`config.mk`:
```
export PLATFORM = sky130hd
export DESIGN_NAME = extint_sense_ctrl
export DESIGN_NICKNAME = d
export VERILOG_FILES = /design/src/rtl/extint_pkg.sv /design/src/rtl/extint_sync.sv /design/src/rtl/extint_sense_cell.sv /design/src/rtl/extint_regfile.sv /design/src/rtl/extint_sense_ctrl.sv
export SDC_FILE = /design/constraint.sdc
export NUM_CORES = 1
export LEC_CHECK = 0
export ABC_AREA = 1
export BUFFER_PORTS_ARGS = -buffer_cell sky130_fd_sc_hd__buf_2
export CAP_MARGIN = 0
export CORE_MARGIN = 2
export CORE_UTILIZATION = 51
export DETAILED_ROUTE_END_ITERATION = 8
export PLACE_DENSITY_LB_ADDON = 0.08
export SLEW_MARGIN = 40
export SYNTH_ARGS = -nofsm -noshare
export SYNTH_HDL_FRONTEND = slang
export SYNTH_HIERARCHICAL = 1
export SYNTH_SLANG_ARGS = --single-unit
```
`constraint.sdc`:
```
create_clock -name clk -period 1.05 [get_ports clk]
set_clock_uncertainty 0.1 [all_clocks]
set_input_delay 0.105 -clock clk [delete_from_list [all_inputs] [get_ports clk]]
set_output_delay 0.105 -clock clk [all_outputs]
set_load 0.01 [all_outputs]
```
`src/rtl/extint_pkg.sv`:
```
package extint_pkg;
  typedef enum logic [1:0] {
    SENSE_LOW  = 2'b00,
    SENSE_FALL = 2'b01,
    SENSE_RISE = 2'b10,
    SENSE_BOTH = 2'b11
  } sense_e;
endpackage

```
`src/rtl/extint_sync.sv`:
```
module extint_sync #(
  parameter int WIDTH = 8
) (
  input  logic             clk,
  input  logic             rst,
  input  logic [WIDTH-1:0] async_in,
  output logic [WIDTH-1:0] cur,
  output logic [WIDTH-1:0] prev
);
  logic [WIDTH-1:0] meta_q;
  logic [WIDTH-1:0] cur_q;
  logic [WIDTH-1:0] prev_q;

  always_ff @(posedge clk) begin
    if (rst) begin
      meta_q <= '1;
      cur_q  <= '1;
      prev_q <= '1;
    end else begin
      meta_q <= async_in;
      cur_q  <= meta_q;
      prev_q <= cur_q;
    end
  end

  assign cur  = cur_q;
  assign prev = prev_q;
endmodule

```
`src/rtl/extint_sense_cell.sv`:
```
module extint_sense_cell
  import extint_pkg::*;
(
  input  logic       clk,
  input  logic       rst,
  input  logic [1:0] mode,
  input  logic       cur,
  input  logic       prev,
  input  logic       clr,
  output logic       flag,
  output logic       pending
);
  logic rise, fall, hit, level_on;
  logic flag_q;

  always_comb begin
    rise     = cur & ~prev;
    fall     = ~cur & prev;
    hit      = 1'b0;
    level_on = 1'b0;
    case (sense_e'(mode))
      SENSE_LOW:  level_on = ~cur;
      SENSE_FALL: hit = fall;
      SENSE_RISE: hit = rise;
      SENSE_BOTH: hit = rise | fall;
      default:    hit = 1'b0;
    endcase
  end

  // a new edge wins over a clear in the same cycle
  always_ff @(posedge clk) begin
    if (rst)      flag_q <= 1'b0;
    else if (hit) flag_q <= 1'b1;
    else if (clr) flag_q <= 1'b0;
  end

  assign flag    = flag_q;
  assign pending = flag_q | level_on;
endmodule

```
`src/rtl/extint_regfile.sv`:
```
module extint_regfile #(
  parameter int NPINS  = 8,
  parameter int DATA_W = 16,
  parameter int ADDR_W = 2
) (
  input  logic              clk,
  input  logic              rst,
  input  logic [ADDR_W-1:0] addr,
  input  logic              rd,
  input  logic              wr,
  input  logic [DATA_W-1:0] wdata,
  input  logic [NPINS-1:0]  pending,
  output logic [2*NPINS-1:0] cfg,
  output logic [NPINS-1:0]  clr,
  output logic [NPINS-1:0]  seen,
  output logic [DATA_W-1:0] rdata
);
  localparam int CFG_W = 2 * NPINS;
  localparam logic [ADDR_W-1:0] OFF_CFG  = ADDR_W'(0);
  localparam logic [ADDR_W-1:0] OFF_STAT = ADDR_W'(2);

  logic [CFG_W-1:0]  cfg_q;
  logic [NPINS-1:0]  seen_q;
  logic [DATA_W-1:0] rdata_q;
  logic [DATA_W-1:0] rd_mux;
  logic sel_cfg, sel_stat;

  assign sel_cfg  = (addr == OFF_CFG);
  assign sel_stat = (addr == OFF_STAT);

  always_comb begin
    if (sel_cfg)       rd_mux = DATA_W'(cfg_q);
    else if (sel_stat) rd_mux = DATA_W'(pending);
    else               rd_mux = '0;
  end

  assign clr = (wr && sel_stat) ? (~wdata[NPINS-1:0] & seen_q) : '0;

  always_ff @(posedge clk) begin
    if (rst) begin
      cfg_q   <= '0;
      seen_q  <= '0;
      rdata_q <= '0;
    end else begin
      if (wr && sel_cfg) cfg_q <= wdata[CFG_W-1:0];
      if (wr && sel_stat)      seen_q <= '0;
      else if (rd && sel_stat) seen_q <= pending;
      if (rd) rdata_q <= rd_mux;
    end
  end

  assign cfg   = cfg_q;
  assign seen  = seen_q;
  assign rdata = rdata_q;
endmodule

```
`src/rtl/extint_sense_ctrl.sv`:
```
module extint_sense_ctrl #(
  parameter int NPINS  = 8,
  parameter int DATA_W = 16,
  parameter int ADDR_W = 2
) (
  input  logic              clk,
  input  logic              rst,
  input  logic [ADDR_W-1:0] reg_addr,
  input  logic              reg_rd,
  input  logic              reg_wr,
  input  logic [DATA_W-1:0] reg_wdata,
  output logic [DATA_W-1:0] reg_rdata,
  input  logic [NPINS-1:0]  pin_in,
  output logic [NPINS-1:0]  irq_req
);
  logic [NPINS-1:0]   pin_cur, pin_prev;
  logic [NPINS-1:0]   edge_flag, pending, clr_vec, seen_mask;
  logic [2*NPINS-1:0] cfg_word;
  logic [NPINS-1:0]   irq_q;

  extint_sync #(.WIDTH(NPINS)) u_sync (
    .clk(clk), .rst(rst), .async_in(pin_in), .cur(pin_cur), .prev(pin_prev)
  );

  extint_regfile #(.NPINS(NPINS), .DATA_W(DATA_W), .ADDR_W(ADDR_W)) u_regs (
    .clk(clk), .rst(rst), .addr(reg_addr), .rd(reg_rd), .wr(reg_wr),
    .wdata(reg_wdata), .pending(pending), .cfg(cfg_word), .clr(clr_vec),
    .seen(seen_mask), .rdata(reg_rdata)
  );

  for (genvar i = 0; i < NPINS; i++) begin : g_pin
    extint_sense_cell u_cell (
      .clk(clk), .rst(rst), .mode(cfg_word[2*i+1:2*i]),
      .cur(pin_cur[i]), .prev(pin_prev[i]), .clr(clr_vec[i]),
      .flag(edge_flag[i]), .pending(pending[i])
    );
  end

  always_ff @(posedge clk) begin
    if (rst) irq_q <= '0;
    else     irq_q <= pending;
  end

  assign irq_req = irq_q;
endmodule

```
Word level (Yosys, flattened, before mapping)
Cells that the tools add are included.

word-level totals
  word-level logic and storage cells = 146
  register bits after elaboration = 80

operators by class
  equal/unequal tests = 25
  bitwise operators = 50
  reductions and logical operators = 21
  mux-type cells = 35

operators with widths
  kind                                            number
  == test 2 bit (second input constant)           17
  2-to-1 mux 1 bit                                24
  one-hot mux 1 bit (3 select lines)              8
  logical NOT 2 bit                               9
  AND 1 bit                                       16
  == test 2 x 1 -> 1 bit (second input constant)  8
  2-to-1 mux 16 bit                               1
  2-to-1 mux 8 bit                                2
  NOT 1 bit                                       16
  OR 1 bit                                        16
  nonzero test 2 bit                              8
  AND 8 bit                                       1
  NOT 8 bit                                       1
  logical AND 1 bit                               3
  OR reduction 2 bit                              1

Longest topological paths before layout
  depth in word-level cells = 5
  gate-level depth with buffers = 8
  depth with buffers taken out = 7

By module
The synthesis kept the hierarchy.

modules (own cells, without submodules)
  module             area each (um2)  cells each  instances
  extint_regfile     1737.9           238         1
  extint_sense_cell  117.6            17          8
  extint_sync        689.4            75          1
  extint_sense_ctrl  231.5            25          1

Worst setup path before layout
OpenSTA, ideal clock, no wires.

  path kind = reg2reg
  start = register u_regs.cfg_q[0] (netlist: u_regs/cfg[0])
  end = register u_regs.rdata_q[0] (netlist: u_regs/rdata[0])
  path buffers = 0
  library setup time = 0.117 ns
  clock period less this slack = 1.096 ns
  data required time = 0.833 ns
  path slack = -0.046 ns
  cell stages (with the launch flop) = 7
  data arrival time = 0.879 ns
  cells stage by stage = dfxtp_1 -> inv_1 -> a31o_2 -> inv_1 -> nor2_1 -> nor2_1 -> nor2_1

on the way
  longest elaborated chain between the ends = 5

ends and longest elaborated chain
  element                   RTL line                 text
  start: declaration        extint_regfile.sv:22     logic [CFG_W-1:0] cfg_q;
  start signal: assignment  extint_regfile.sv:45     if (wr && sel_cfg) cfg_q <= wdata[CFG_W-1:0];
  logical NOT 2 bit         extint_sense_cell.sv:21  case (sense_e'(mode))
  2-to-1 mux 1 bit          extint_sense_cell.sv:21
  OR 1 bit                  extint_sense_cell.sv:38  assign pending = flag_q | level_on;
  named net pending[0]      extint_sense_ctrl.sv:17  logic [NPINS-1:0] edge_flag, pending, clr_vec, seen_mask;
  2-to-1 mux 8 bit          extint_regfile.sv:33     else if (sel_stat) rd_mux = DATA_W'(pending);
  2-to-1 mux 16 bit         extint_regfile.sv:32     if (sel_cfg) rd_mux = DATA_W'(cfg_q);
  end signal: assignment    extint_regfile.sv:48     if (rd) rdata_q <= rd_mux;
  end: declaration          extint_regfile.sv:24     logic [DATA_W-1:0] rdata_q;

The timed path passes the listed nets, and every way through them passes these cells.
A chain may end at the register's enable or synchronous reset.

Final worst setup path
  start = register u_sync.cur_q[7] (netlist: u_sync/cur[7])
  end = register u_regs.rdata_q[7] (netlist: u_regs/rdata[7])

on the way
  longest elaborated chain between the ends = 5

ends and longest elaborated chain
  element                   RTL line                 text
  start: declaration        extint_sync.sv:11        logic [WIDTH-1:0] cur_q;
  start signal: assignment  extint_sync.sv:21        cur_q <= meta_q;
  NOT 1 bit                 extint_sense_cell.sv:22  SENSE_LOW: level_on = ~cur;
  2-to-1 mux 1 bit          extint_sense_cell.sv:21
  OR 1 bit                  extint_sense_cell.sv:38
  named net pending[7]      extint_sense_ctrl.sv:17
  2-to-1 mux 8 bit          extint_regfile.sv:33
  2-to-1 mux 16 bit         extint_regfile.sv:32

The timed path passes the listed nets, and every way through them passes these cells.

==> results.md <==
* Die ar. at 7750 um^2
* Gr usage total at 23.1%
* Placer Congestion at 0.787
* Initial antenna violation count at 0
* Initial drt markers at 209
* Port bufs at 53
* RR Endpoint: u_regs/rdata[7]$_SDFFE_PP0P_
* Vias at 3,333
* Storage cell area at 1660 um^2
* Unique masters post-synth at 22
* Crit path required time at 1.20 ns
* Hold Path Origin: rst
* Cell taking the most area after synthesis: dfxtp_1
* Leakage power figure at 2.47 nW
* Initial Util at 53.0%
* TritonRoute pass-1 iters at 4
* Peak supply drop at 0.000732 V
* Setup TNS at -0.332 ns
* WP data arrival at 1.29 ns
* Deepest level of the CTS H-tree at 3
* Worst r2r path cells at 6
* Status: finished with violations
* Number of standard cells after synthesis at 474
* Worst r2r src: u_sync/cur[7]$_SDFF_PP1_
* Clk sink count at 80
* Reg clk slew, reported paths at 0.08 ns
* Critical path type: reg -> reg
* Largest net degree at the start of global routing at 33
* Seq pwr share at 46.9%
* Core area at 6790 um^2
* Layout cell share with drive strength beyond 1 at 46.7%
* Clock power share at 39.6%
* Chip Width at 88.0 um
* Remaining DRCs at 0
* Internal at 0.00517 W
* Synth-to-layout area growth at 44.8%
* CTS tree: yes
* PwrDens at 1320 nW/um^2
* Diodes inserted at 0
* Final min period at 1.15 ns
* Drt wl/cell at 12.9 um
* Number of cell rows at 30
* Failing checks: setup timing
* Max Slew Vio Count at 0
* Num CTS Buffers at 9
* Hold Path Depth at 4
* Die Height at 88.0 um
* WP buf/inv at 2
* Synth top area cells: dfxtp_1 44%, inv_1 10%, nand2_1 9.9%, nor2_1 6.7%, ha_1 5.6%
* I/O pin count at 54
* Clk buf depth at 2
* Measured slew at the worst slew-check pin at 0.376 ns
* Final worst slack at -0.0970 ns
* Area of the multi-input gates at 1830 um^2
* Final nets at 648
* Min-Delay Path Class: in -> reg
* Grt total ovfl at 0
* Rel. slew slack at 74.9%
* DRT Wirelength at 9.05 mm
* Switching share of power at 24.6%
* Slowest CP cell: dfxtp_2
* Final period util at 109%
* Crit-path max cell delay at 0.34 ns
* CP most frequent cell: nor2_1
* Hold EP: u_regs/cfg[4]$_SDFFE_PP0P_
* #FFs+latches synth at 80
* DPL Wire Length at 5.39 mm
* R2R Setup Slk at -0.1 ns
* Seq/Total Area, Yosys at 44.5%
* Layout fillers at 494
* Vias in the first global route at 3,152
* Gate power share at 13.6%
* Element type at the critical path start: flop
* Synthesized cell area at 3600 um^2
* CTS root buf: clkbuf_8
* Post-route ant nets at 0
* Drt via density at 4.75
* Mapped Avg Cell Area at 7.59 um^2
* RSZ-0062 raised after global routing: true
* Synth Net Count at 520
* Final hold violation count at 0
* Fmax achieved at 872 MHz
* Global-route wire length before repair at 13.8 mm
* Max-Cap Viols at 0
* Clk_lat worst skew at 0.36 ns
* CP Cell Sequence: inv_2 > a31o_4 > inv_2 > nor2_1 > nor2_1 > nor2_1
* Syn. warnings at 6
* Yosys top cell area share at 44.5%
* Worst-path fanout max at 3
* Final core utilization at 76.7%
* Net Sw Power at 0.00168 W
* CP endpoint kind: flop
* # setup viols final at 11
* CP top delay family: flip-flops
==> sequential cells by signal, indices dropped and copies added (netlist names) <==
name               count
u_regs/cfg            16
g_pin.u_cell/flag      8
u_regs/seen            8
u_regs/rdata          16
irq_req                8
u_sync/cur             8
u_sync/meta_q          8
u_sync/prev            8
==> timing repair <==
item                       CTS  global route
hold endpoints to repair    28             0
pin swaps                   39            26
setup buffers                6             4
hold buffers                25             0
setup endpoints to repair   21            31
gates resized for setup     75            43
==> layout by cell type (no fill, tap or decap), types with 9 or more instances in the layout <==
cell / count
buf_4: 45
dfxtp_2: 44
nand2_1: 93
ha_4: 15
nor2_1: 63
o21ai_0: 21
inv_2: 43
a21oi_1: 16
clkbuf_8: 9
inv_1: 57
dlygate4sd3_1: 25
nand2_2: 12
nand3_2: 16
dfxtp_1: 36
buf_2: 52
==> power groups by stage <==
stage / logic (W) / registers (W) / clock network (W)
finish: 0.000931 / 0.00321 / 0.00271
floorplan: 0.000363 / 0.00329 / 0
global route: 0.00102 / 0.00323 / 0.00288
detailed placement: 0.000714 / 0.00326 / 0
CTS: 0.000857 / 0.00321 / 0.00275
global placement: 0.000702 / 0.00326 / 0
==> routing by layer <==
layer | up-vias | part of all wire (%) | global-route usage (%)
met5 | - | 0 | 0
li1 | 1677 | - | -
met4 | 0 | 2.1 | 10.1
met3 | 20 | 4.7 | 4.62
met1 | 1540 | 42 | 27.5
met2 | 96 | 51 | 40.4
==> area by class of cell <==
cell class | instances | area share [%]
multi-input cells | 278 | 35.1
inverters | 102 | 7.42
well taps | 96 | 2.30
flip-flops and latches | 80 | 31.8
repair buffers | 131 | 18.9
clock inverters | 5 | 2.04
clock buffers | 10 | 2.45
==> cells in the mapped netlist (all sizes together) <==
cell type	n
clkinv	1
clkbuf	3
ha	16
nor3b	8
nor2	66
a21oi	24
nand3	25
nand2	107
a31o	8
inv	101
o21ai	24
buf	11
dfxtp	80
==> stage by stage <==
stage          setup slack, ns  hold WS, ns  area [um^2]  cells  power (W)
2_1_floorplan          0.00412       0.0674         3620    474    0.00365
4_1_cts                -0.0157       0.0144         5030    698    0.00681
3_3_place_gp           -0.0708        0.181         4280    652    0.00396
3_5_place_dp            -0.107        0.183         4280    652    0.00398
5_1_grt                 -0.109       0.0595         5210    702    0.00712
6_report               -0.0970       0.0330         5210    702    0.00686
==> cells by family after synthesis <==
family,Yosys count,synth area share (%)
AOI/OAI and AO/OA,56,9.45
and+or+nand+nor,206,27.1
adders and majority gates,16,5.56
buffers and inverters,116,13.4
DFF,80,44.5
==> how the worst max path moves through the flow <==
stage                                      from                                 to  slack, ns  depth (start not counted)
global route         u_regs/cfg[0]$_SDFFE_PP0P_       u_regs/rdata[0]$_SDFFE_PP0P_      -0.11                          6
detailed placement                  reg_addr[1]  g_pin[3].u_cell/flag$_SDFFE_PP0P_      -0.11                          8
floorplan            u_regs/cfg[1]$_SDFFE_PP0P_       u_regs/rdata[0]$_SDFFE_PP0P_      0.004                          6
CTS                 u_regs/cfg[10]$_SDFFE_PP0P_       u_regs/rdata[5]$_SDFFE_PP0P_      -0.02                          6
finish                 u_sync/cur[7]$_SDFF_PP1_       u_regs/rdata[7]$_SDFFE_PP0P_       -0.1                          6
global placement                    reg_addr[1]       u_regs/rdata[3]$_SDFFE_PP0P_      -0.07                          6
==> worst reg2reg max path, stage by stage, from the launching register on <==
cell	delay [ns]
dfxtp_2	0.34
inv_2	0.06
a31o_4	0.26
inv_2	0.06
nor2_1	0.04
nor2_1	0.14
nor2_1	0.05
Power figures use the tool's default switching activity.
